`config.mk`:
```
export PLATFORM = sky130hd
export DESIGN_NAME = tty_iot_unit
export DESIGN_NICKNAME = d
export VERILOG_FILES = /design/src/rtl/tty_iot_pkg.sv /design/src/rtl/tty_iot_ctrl.sv /design/src/rtl/tty_iot_dp.sv /design/src/rtl/tty_iot_unit.sv
export SDC_FILE = /design/constraint.sdc
export NUM_CORES = 1
export LEC_CHECK = 0
export BUFFER_PORTS_ARGS = -buffer_cell sky130_fd_sc_hd__clkbuf_2
export CORE_UTILIZATION = 46
export CTS_CLUSTER_SIZE = 20
export DETAILED_ROUTE_END_ITERATION = 12
export GPL_TIMING_DRIVEN = 0
export PLACE_DENSITY = 0.83
export SLEW_MARGIN = 20
export SYNTH_ARGS = -nofsm -noshare
export SYNTH_HDL_FRONTEND = slang
export SYNTH_SLANG_ARGS = --single-unit
```
`constraint.sdc`:
```
create_clock -name clk -period 2.3 [get_ports clk]
set_input_delay 0.345 -clock clk [delete_from_list [all_inputs] [get_ports clk]]
set_output_delay 0.345 -clock clk [all_outputs]
set_load 0.005 [all_outputs]
```
`src/rtl/tty_iot_pkg.sv`:
```
package tty_iot_pkg;
  // Strobes from the decode control to the datapath, valid in the IOT cycle.
  typedef struct packed {
    logic kbdClrFlag;  // clear keyboard flag
    logic kbdRead;     // drive keyboard char onto acOr
    logic ieLoad;      // load both interrupt enables from acIn[0]
    logic prtClrFlag;  // clear printer flag
    logic prtLoad;     // capture acIn byte for printing
  } iotStrobes_t;

  localparam logic [2:0] OP_SPECIAL = 3'd5;
endpackage

```
`src/rtl/tty_iot_ctrl.sv`:
```
module tty_iot_ctrl
  import tty_iot_pkg::*;
#(
  parameter int DEV_W = 6,
  parameter logic [DEV_W-1:0] KBD_DEV = 6'o03,
  parameter logic [DEV_W-1:0] PRT_DEV = 6'o04
) (
  input  logic             iotValid,
  input  logic [DEV_W-1:0] iotDev,
  input  logic [2:0]       iotOp,
  input  logic             kbdFlag,
  input  logic             prtFlag,
  input  logic             irq,
  output iotStrobes_t      strobes,
  output logic             skip,
  output logic             acClear,
  output logic             readerAdvance
);
  localparam int N_DEV = 2;
  localparam logic [DEV_W-1:0] DEV_TAB [N_DEV] = '{KBD_DEV, PRT_DEV};

  logic [N_DEV-1:0] devHit;
  logic [N_DEV-1:0] devMicro;
  logic [N_DEV-1:0] devSpecial;

  for (genvar d = 0; d < N_DEV; d++) begin : g_dec
    assign devHit[d]     = iotValid && (iotDev == DEV_TAB[d]);
    assign devSpecial[d] = devHit[d] && (iotOp == OP_SPECIAL);
    assign devMicro[d]   = devHit[d] && (iotOp != OP_SPECIAL);
  end

  always_comb begin
    strobes            = '0;
    strobes.kbdClrFlag = (devHit[0] && (iotOp == 3'd0)) || (devMicro[0] && iotOp[1]);
    strobes.kbdRead    = devMicro[0] && iotOp[2];
    strobes.ieLoad     = devSpecial[0];
    strobes.prtClrFlag = devMicro[1] && iotOp[1];
    strobes.prtLoad    = devMicro[1] && iotOp[2];
  end

  // Skip test uses the flag as it stands before this cycle's clear.
  assign skip = (devMicro[0] && iotOp[0] && kbdFlag) ||
                (devMicro[1] && iotOp[0] && prtFlag) ||
                (devSpecial[1] && irq);
  assign acClear       = (devMicro[0] || devMicro[1]) && iotOp[1];
  assign readerAdvance = devMicro[0] && iotOp[1];
endmodule

```
`src/rtl/tty_iot_dp.sv`:
```
module tty_iot_dp
  import tty_iot_pkg::*;
#(
  parameter int AC_W   = 12,
  parameter int DATA_W = 8
) (
  input  logic              clk,
  input  logic              rstN,
  input  iotStrobes_t       strobes,
  input  logic [AC_W-1:0]   acIn,
  input  logic              rxValid,
  input  logic [DATA_W-1:0] rxData,
  input  logic              txReady,
  output logic              kbdFlag,
  output logic              prtFlag,
  output logic              kbdIe,
  output logic              prtIe,
  output logic [AC_W-1:0]   acOr,
  output logic              irq,
  output logic              txValid,
  output logic [DATA_W-1:0] txData
);
  logic [DATA_W-1:0] kbdChar;
  logic              txAccept;

  assign txAccept = txValid && txReady;

  always_ff @(posedge clk) begin
    if (!rstN) begin
      kbdFlag <= 1'b0;
      kbdChar <= '0;
    end else begin
      if (rxValid) kbdChar <= rxData;
      if (rxValid)                 kbdFlag <= 1'b1;
      else if (strobes.kbdClrFlag) kbdFlag <= 1'b0;
    end
  end

  always_ff @(posedge clk) begin
    if (!rstN) begin
      kbdIe <= 1'b1;
      prtIe <= 1'b1;
    end else if (strobes.ieLoad) begin
      kbdIe <= acIn[0];
      prtIe <= acIn[0];
    end
  end

  always_ff @(posedge clk) begin
    if (!rstN) begin
      prtFlag <= 1'b0;
      txValid <= 1'b0;
      txData  <= '0;
    end else begin
      if (txAccept)                prtFlag <= 1'b1;
      else if (strobes.prtClrFlag) prtFlag <= 1'b0;
      if (strobes.prtLoad && !txValid) begin
        txValid <= 1'b1;
        txData  <= acIn[DATA_W-1:0];
      end else if (txAccept) begin
        txValid <= 1'b0;
      end
    end
  end

  assign acOr = strobes.kbdRead ? AC_W'(kbdChar) : '0;
  assign irq  = (kbdFlag && kbdIe) || (prtFlag && prtIe);
endmodule

```
`src/rtl/tty_iot_unit.sv`:
```
module tty_iot_unit
  import tty_iot_pkg::*;
#(
  parameter int AC_W   = 12,
  parameter int DATA_W = 8,
  parameter int DEV_W  = 6,
  parameter logic [DEV_W-1:0] KBD_DEV = 6'o03,
  parameter logic [DEV_W-1:0] PRT_DEV = 6'o04
) (
  input  logic              clk,
  input  logic              rstN,
  input  logic              iotValid,
  input  logic [DEV_W-1:0]  iotDev,
  input  logic [2:0]        iotOp,
  input  logic [AC_W-1:0]   acIn,
  output logic              skip,
  output logic              acClear,
  output logic [AC_W-1:0]   acOr,
  output logic              readerAdvance,
  output logic              irq,
  input  logic              rxValid,
  input  logic [DATA_W-1:0] rxData,
  output logic              txValid,
  output logic [DATA_W-1:0] txData,
  input  logic              txReady
);
  iotStrobes_t strobes;
  logic kbdFlag, prtFlag, kbdIe, prtIe;

  tty_iot_ctrl #(.DEV_W(DEV_W), .KBD_DEV(KBD_DEV), .PRT_DEV(PRT_DEV)) u_ctrl (
    .iotValid(iotValid), .iotDev(iotDev), .iotOp(iotOp),
    .kbdFlag(kbdFlag), .prtFlag(prtFlag), .irq(irq),
    .strobes(strobes), .skip(skip), .acClear(acClear),
    .readerAdvance(readerAdvance)
  );

  tty_iot_dp #(.AC_W(AC_W), .DATA_W(DATA_W)) u_dp (
    .clk(clk), .rstN(rstN), .strobes(strobes), .acIn(acIn),
    .rxValid(rxValid), .rxData(rxData), .txReady(txReady),
    .kbdFlag(kbdFlag), .prtFlag(prtFlag), .kbdIe(kbdIe), .prtIe(prtIe),
    .acOr(acOr), .irq(irq), .txValid(txValid), .txData(txData)
  );
endmodule

```
* Yosys cells after proc, flatten, opt, wreduce, memory -nomap -nowiden *
Index checks and enable logic that the tools add are counted.

operators by class
  reduce and logical (&&, ||, !) cells = 31
  mux-type cells = 7
  equal/unequal tests = 4

operators by type and width
  operator                                                         count
  1-bit logical AND                                                21
  8-bit 2-to-1 mux                                                 1
  6-bit by 2-bit == test with 1-bit output, second input constant  1
  6-bit by 3-bit == test with 1-bit output, second input constant  1
  1-bit 2-to-1 mux                                                 6
  2-bit nonzero test                                               3
  1-bit logical OR                                                 5
  3-bit == test, second input constant                             1
  3-bit logical NOT                                                1
  3-bit inequality test, second input constant                     1
  1-bit logical NOT                                                1

storage, ports and cells
  register bits = 20
  output and inout port bits = 25
  input bits = 34
  logic and storage cells = 48

* Logic depth before layout (Yosys ltp) *
  word-level depth = 7
  depth in mapped cells = 5
  gate-level depth less buffers = 3

* Modules after synthesis *
Synthesis repeated with hierarchy kept, for this count alone.

unflattened totals
  cells, all modules = 113
  area total of the unflattened synthesis = 1042.2 µm²

by module, submodules not included
  module        seq. area each (µm²)  instances  area each (µm²)  cells an instance
  tty_iot_dp    400.4                 1          893.4            90
  tty_iot_ctrl  0.0                   1          148.9            23

* Least setup slack after synthesis *
No wires, ideal clock.

  path kind = input-to-output
  from = input iotDev[5]
  to = output acOr[0]
  path slack = 0.467 ns
  stages = 4
  required time = 1.955 ns
  arrival = 1.488 ns
  path buffers = 1
  cell sequence = or4b_1 buf_6 nor4_4 and2_1

between the ends
  longest elaborated chain between the ends = 5

ends and longest elaborated chain
  item                                      line                RTL
  start: declaration                        tty_iot_unit.sv:13  input logic [DEV_W-1:0] iotDev,
  6-bit by 2-bit == test with 1-bit output  tty_iot_ctrl.sv:27  assign devHit[d] = iotValid && (iotDev == DEV_TAB[d]);
  1-bit logical AND                         tty_iot_ctrl.sv:27
  1-bit logical AND                         tty_iot_ctrl.sv:29  assign devMicro[d] = devHit[d] && (iotOp != OP_SPECIAL);
  1-bit logical AND                         tty_iot_ctrl.sv:35  strobes.kbdRead = devMicro[0] && iotOp[2];
  8-bit 2-to-1 mux                          tty_iot_dp.sv:66    assign acOr = strobes.kbdRead ? AC_W'(kbdChar) : '0;
  end: declaration                          tty_iot_unit.sv:18  output logic [AC_W-1:0] acOr,

Every way passes these cells.

* Worst setup path in the final report *
  from = input iotDev[5]
  to = output acOr[7]

The elaborated chain is that of the path after synthesis.

==> impl_results.md <==
* Clock input transition at the sequential cells of the worst setup and hold paths at 0.10 ns
* Max clock buf depth at 2
* Number of nets with antenna violations after detailed routing at 0
* Max VDD drop at 0.000392 V
* Root buffer cell: sky130_fd_sc_hd__clkbuf_4
* Number of antenna repair diodes at 0
* Drt first-iter violations at 15
* Setup repair after global routing missed its margin: no
* Final worst path period need at 2.14 ns
* Crit end category: output port
* Highest fanout seen on the critical path at 9
* Area growth from synthesis to layout at 29.8%
* Depth of the most critical reg-to-reg path at 4
* Die width at 49.4 um
* Number of top-level design ports at 59
* Cell type of the slowest stage on the worst timing path: sky130_fd_sc_hd__or4b_1
* Total CTS buffers at 3
* First-pass GRT wire length at 3.84 mm
* Maximum level of the CTS H-tree at 1
* Final Skew at 0.000560 ns
* Worst skew pair latency at 0.29 ns
* Cell type group with the largest total delay on the critical path: simple AND/OR/NAND/NOR gates
* Post-Place Cell Area at 1320 um^2
* Core box area at 2040 um^2
* Weighted congestion at the end of routability-driven global placement at 0.692
* Final hold violation count at 0
* R2R Path Start: u_dp.txValid
* M1 wire length at 967 um
* Worst hold slack at 0.274 ns
* Synth Instances at 112
* Net count of the finished layout at 202
* Synth area leader: sky130_fd_sc_hd__dfxtp_1
* Worst r2r dst: u_dp.txData[4]
* Kind of path behind the tightest hold check: in2reg
* Total power density per cell area at 449 nW/um^2
* Max-Slew Margin vs Limit at 57.2%
* Top-count cell post-synth: sky130_fd_sc_hd__dfxtp_1
* Cts hold-fix bufs at 0
* Cell area after technology mapping at 1030 um^2
* Setup Slack @ Placement at 0.178 ns
* FF+latch count, synth at 20
* Top cells by count, synth: sky130_fd_sc_hd__dfxtp_1 (20), sky130_fd_sc_hd__nand2_1 (17), sky130_fd_sc_hd__mux2i_1 (16), sky130_fd_sc_hd__nor2b_1 (10), sky130_fd_sc_hd__and2_1 (8)
* Count of input and output buffers at 48
* Finish-stage setup viols at 0
* Final Cell Area at 1340 um^2
* Average wire per standard cell at 12.0 um
* Share of flip-flops with an asynchronous set or reset after synthesis at 0%
* TritonCTS clock tree: built
* Slew at the pin closest to its max-slew limit at 0.641 ns
* Hold path endpoint: u_dp.txData[3]
* Cell variety after synth at 29
* Placed wire-length estimate at 1.77 mm
* Startpoint types: primary input
* Vias after detailed routing at 960
* Number of buffer and inverter stages on the critical path at 3
* Cells on Worst Hold Path at 3
* Remaining DRCs at 0
* Die extent in y at 49.4 um
* Drt first pass iters at 4
* Leakage at 0.631 nW
* Worst Slack Setup Final at 0.165 ns
* Delay contributed by the slowest stage of the critical path at 0.52 ns
* Met2 routed WL at 1.13 mm
* Leading register cell type out of synthesis: sky130_fd_sc_hd__dfxtp_1
* Fmax at 468 MHz
* Final cycle utilization of the critical path at 92.8%
* Via-to-Cell Ratio at 4.97
* Maximum capacitance violations at 0
* Fraction of synthesized cell area taken by the top area cell type at 38.7%
* Worst-path cell chain: clkbuf_2 -> or4b_1 -> buf_6 -> nor4_4 -> and2_1 -> clkbuf_2
* Sum Neg Setup Slack at 0 ns
* Number of rows created at floorplan at 16
* Proportion of layout cells with a drive suffix above 1 at 36.7%
* Area enclosed by the die boundary at 2440 um^2
* CP arrival at 1.79 ns
* Cell with the most instances on the worst path: sky130_fd_sc_hd__clkbuf_2
* Sinks on the clock net at 20
* Overall overflow remaining after global route at 0
* Startpoint of the worst hold path: acIn[3]
* Pin count of the biggest net entering global routing at 11
* Count of flip-flops with a built-in enable after synthesis at 0
* GRT Total Usage at 20.2%
* Post-cts sizing count at 0
* Highest metal layer with signal wires: met4
* Run status: completed
* Number of global-route vias before repair at 907
* Required time at the worst-slack endpoint at 1.96 ns
* Initial core utilization at 50.6%
* Yosys warns at 0
* Count of buffers added by post-CTS timing repair for setup at 0
* Number of pins with negative max-slew slack in the final report at 0
* Sequential element share of the synthesized area at 38.7%
* Minimum setup slack among reg-to-reg paths at 0.61 ns
* Cells taking the most area after synthesis: sky130_fd_sc_hd__dfxtp_1 (39%), sky130_fd_sc_hd__mux2i_1 (15%), sky130_fd_sc_hd__nand2_1 (6.2%), sky130_fd_sc_hd__nor2b_1 (6.1%), sky130_fd_sc_hd__and2_1 (4.8%)
* Number of antenna violations at the first check in global routing at 0
* Met3 wire length at 147 um
* Final wirelength at 2.31 mm
* Path type of the worst setup path: in2out
* Mean area per synthesized cell at 9.23 um^2
-- routing by layer --
layer | vias to the layer above | track usage, %
met1 | 421 | 24.7
met5 | - | 0
met3 | 6 | 1.87
li1 | 481 | -
met2 | 52 | 35.8
met4 | 0 | 8.57
-- cell usage in the layout, fill, tap and decap left out, types with 2 or more instances in the layout --
| master | n |
|---|---|
| sky130_fd_sc_hd__clkbuf_2 | 48 |
| sky130_fd_sc_hd__nand2_1 | 17 |
| sky130_fd_sc_hd__o31ai_1 | 2 |
| sky130_fd_sc_hd__buf_4 | 4 |
| sky130_fd_sc_hd__o21ai_0 | 3 |
| sky130_fd_sc_hd__inv_1 | 5 |
| sky130_fd_sc_hd__conb_1 | 4 |
| sky130_fd_sc_hd__mux2i_1 | 16 |
| sky130_fd_sc_hd__dfxtp_1 | 20 |
| sky130_fd_sc_hd__and2_1 | 8 |
| sky130_fd_sc_hd__nor2b_1 | 10 |
| sky130_fd_sc_hd__buf_6 | 2 |
| sky130_fd_sc_hd__nor4_4 | 2 |
| sky130_fd_sc_hd__clkbuf_4 | 3 |
| sky130_fd_sc_hd__clkbuf_1 | 4 |
| sky130_fd_sc_hd__nand3b_1 | 3 |
-- layout make-up --
class                      count  area (um^2)
inverter                       5         18.8
multi-input combinational     80          558
buffer                        10         67.6
clock buffer                   3         22.5
fill                         199          701
timing repair buffer          48          240
tap                           27         33.8
sequential                    20          400
-- logic make-up after synthesis --
kind of cell / Yosys count / share of synthesized area (%)
AO/OA/AOI/OAI: 11 / 6.90
buffers and inverters: 15 / 8.35
flip-flops: 20 / 38.7
multiplexers: 16 / 15.5
other: 1 / 0.363
AND/OR/NAND/NOR: 49 / 30.1
-- worst min-delay path, delay by kind of cell --
kind,cells,cell delay (ns)
mux,1,0.05
simple gates,1,0.05
buf+inv,1,0.08
-- worst max path at each step --
stage	startpoint	end	slack [ns]	depth (start not counted)
6_report	iotDev[5]	acOr[7]	0.16	6
2_1_floorplan	iotDev[5]	acOr[0]	0.47	4
5_1_grt	iotDev[5]	acOr[1]	0.07	6
3_3_place_gp	iotDev[5]	acOr[6]	0.19	6
3_5_place_dp	iotDev[5]	acOr[6]	0.18	6
4_1_cts	iotDev[5]	acOr[7]	0.17	6
-- stage by stage --
step / std cells / util [%] / power (mW)
floorplan: 115 / - / 0.417
global placement: 190 / 64.6 / 0.449
detailed placement: 190 / 64.6 / 0.454
CTS: 193 / 65.7 / 0.610
global route: 193 / 65.7 / 0.631
finish: 193 / 65.7 / 0.602
-- state kept, by name (all words and copies together), names as in the netlist --
signal / cells
u_dp.prtFlag: 1
u_dp.kbdChar: 8
u_dp.kbdFlag: 1
u_dp.kbdIe: 1
u_dp.txData: 8
u_dp.txValid: 1
-- report_power, final --
group	leakage (nW)	internal, mW	switching, mW
logic	0.454	0.0428	0.0435
clock network	0.0138	0.0609	0.0941
registers	0.163	0.356	0.00489
(Power assumes the default switching activity.)
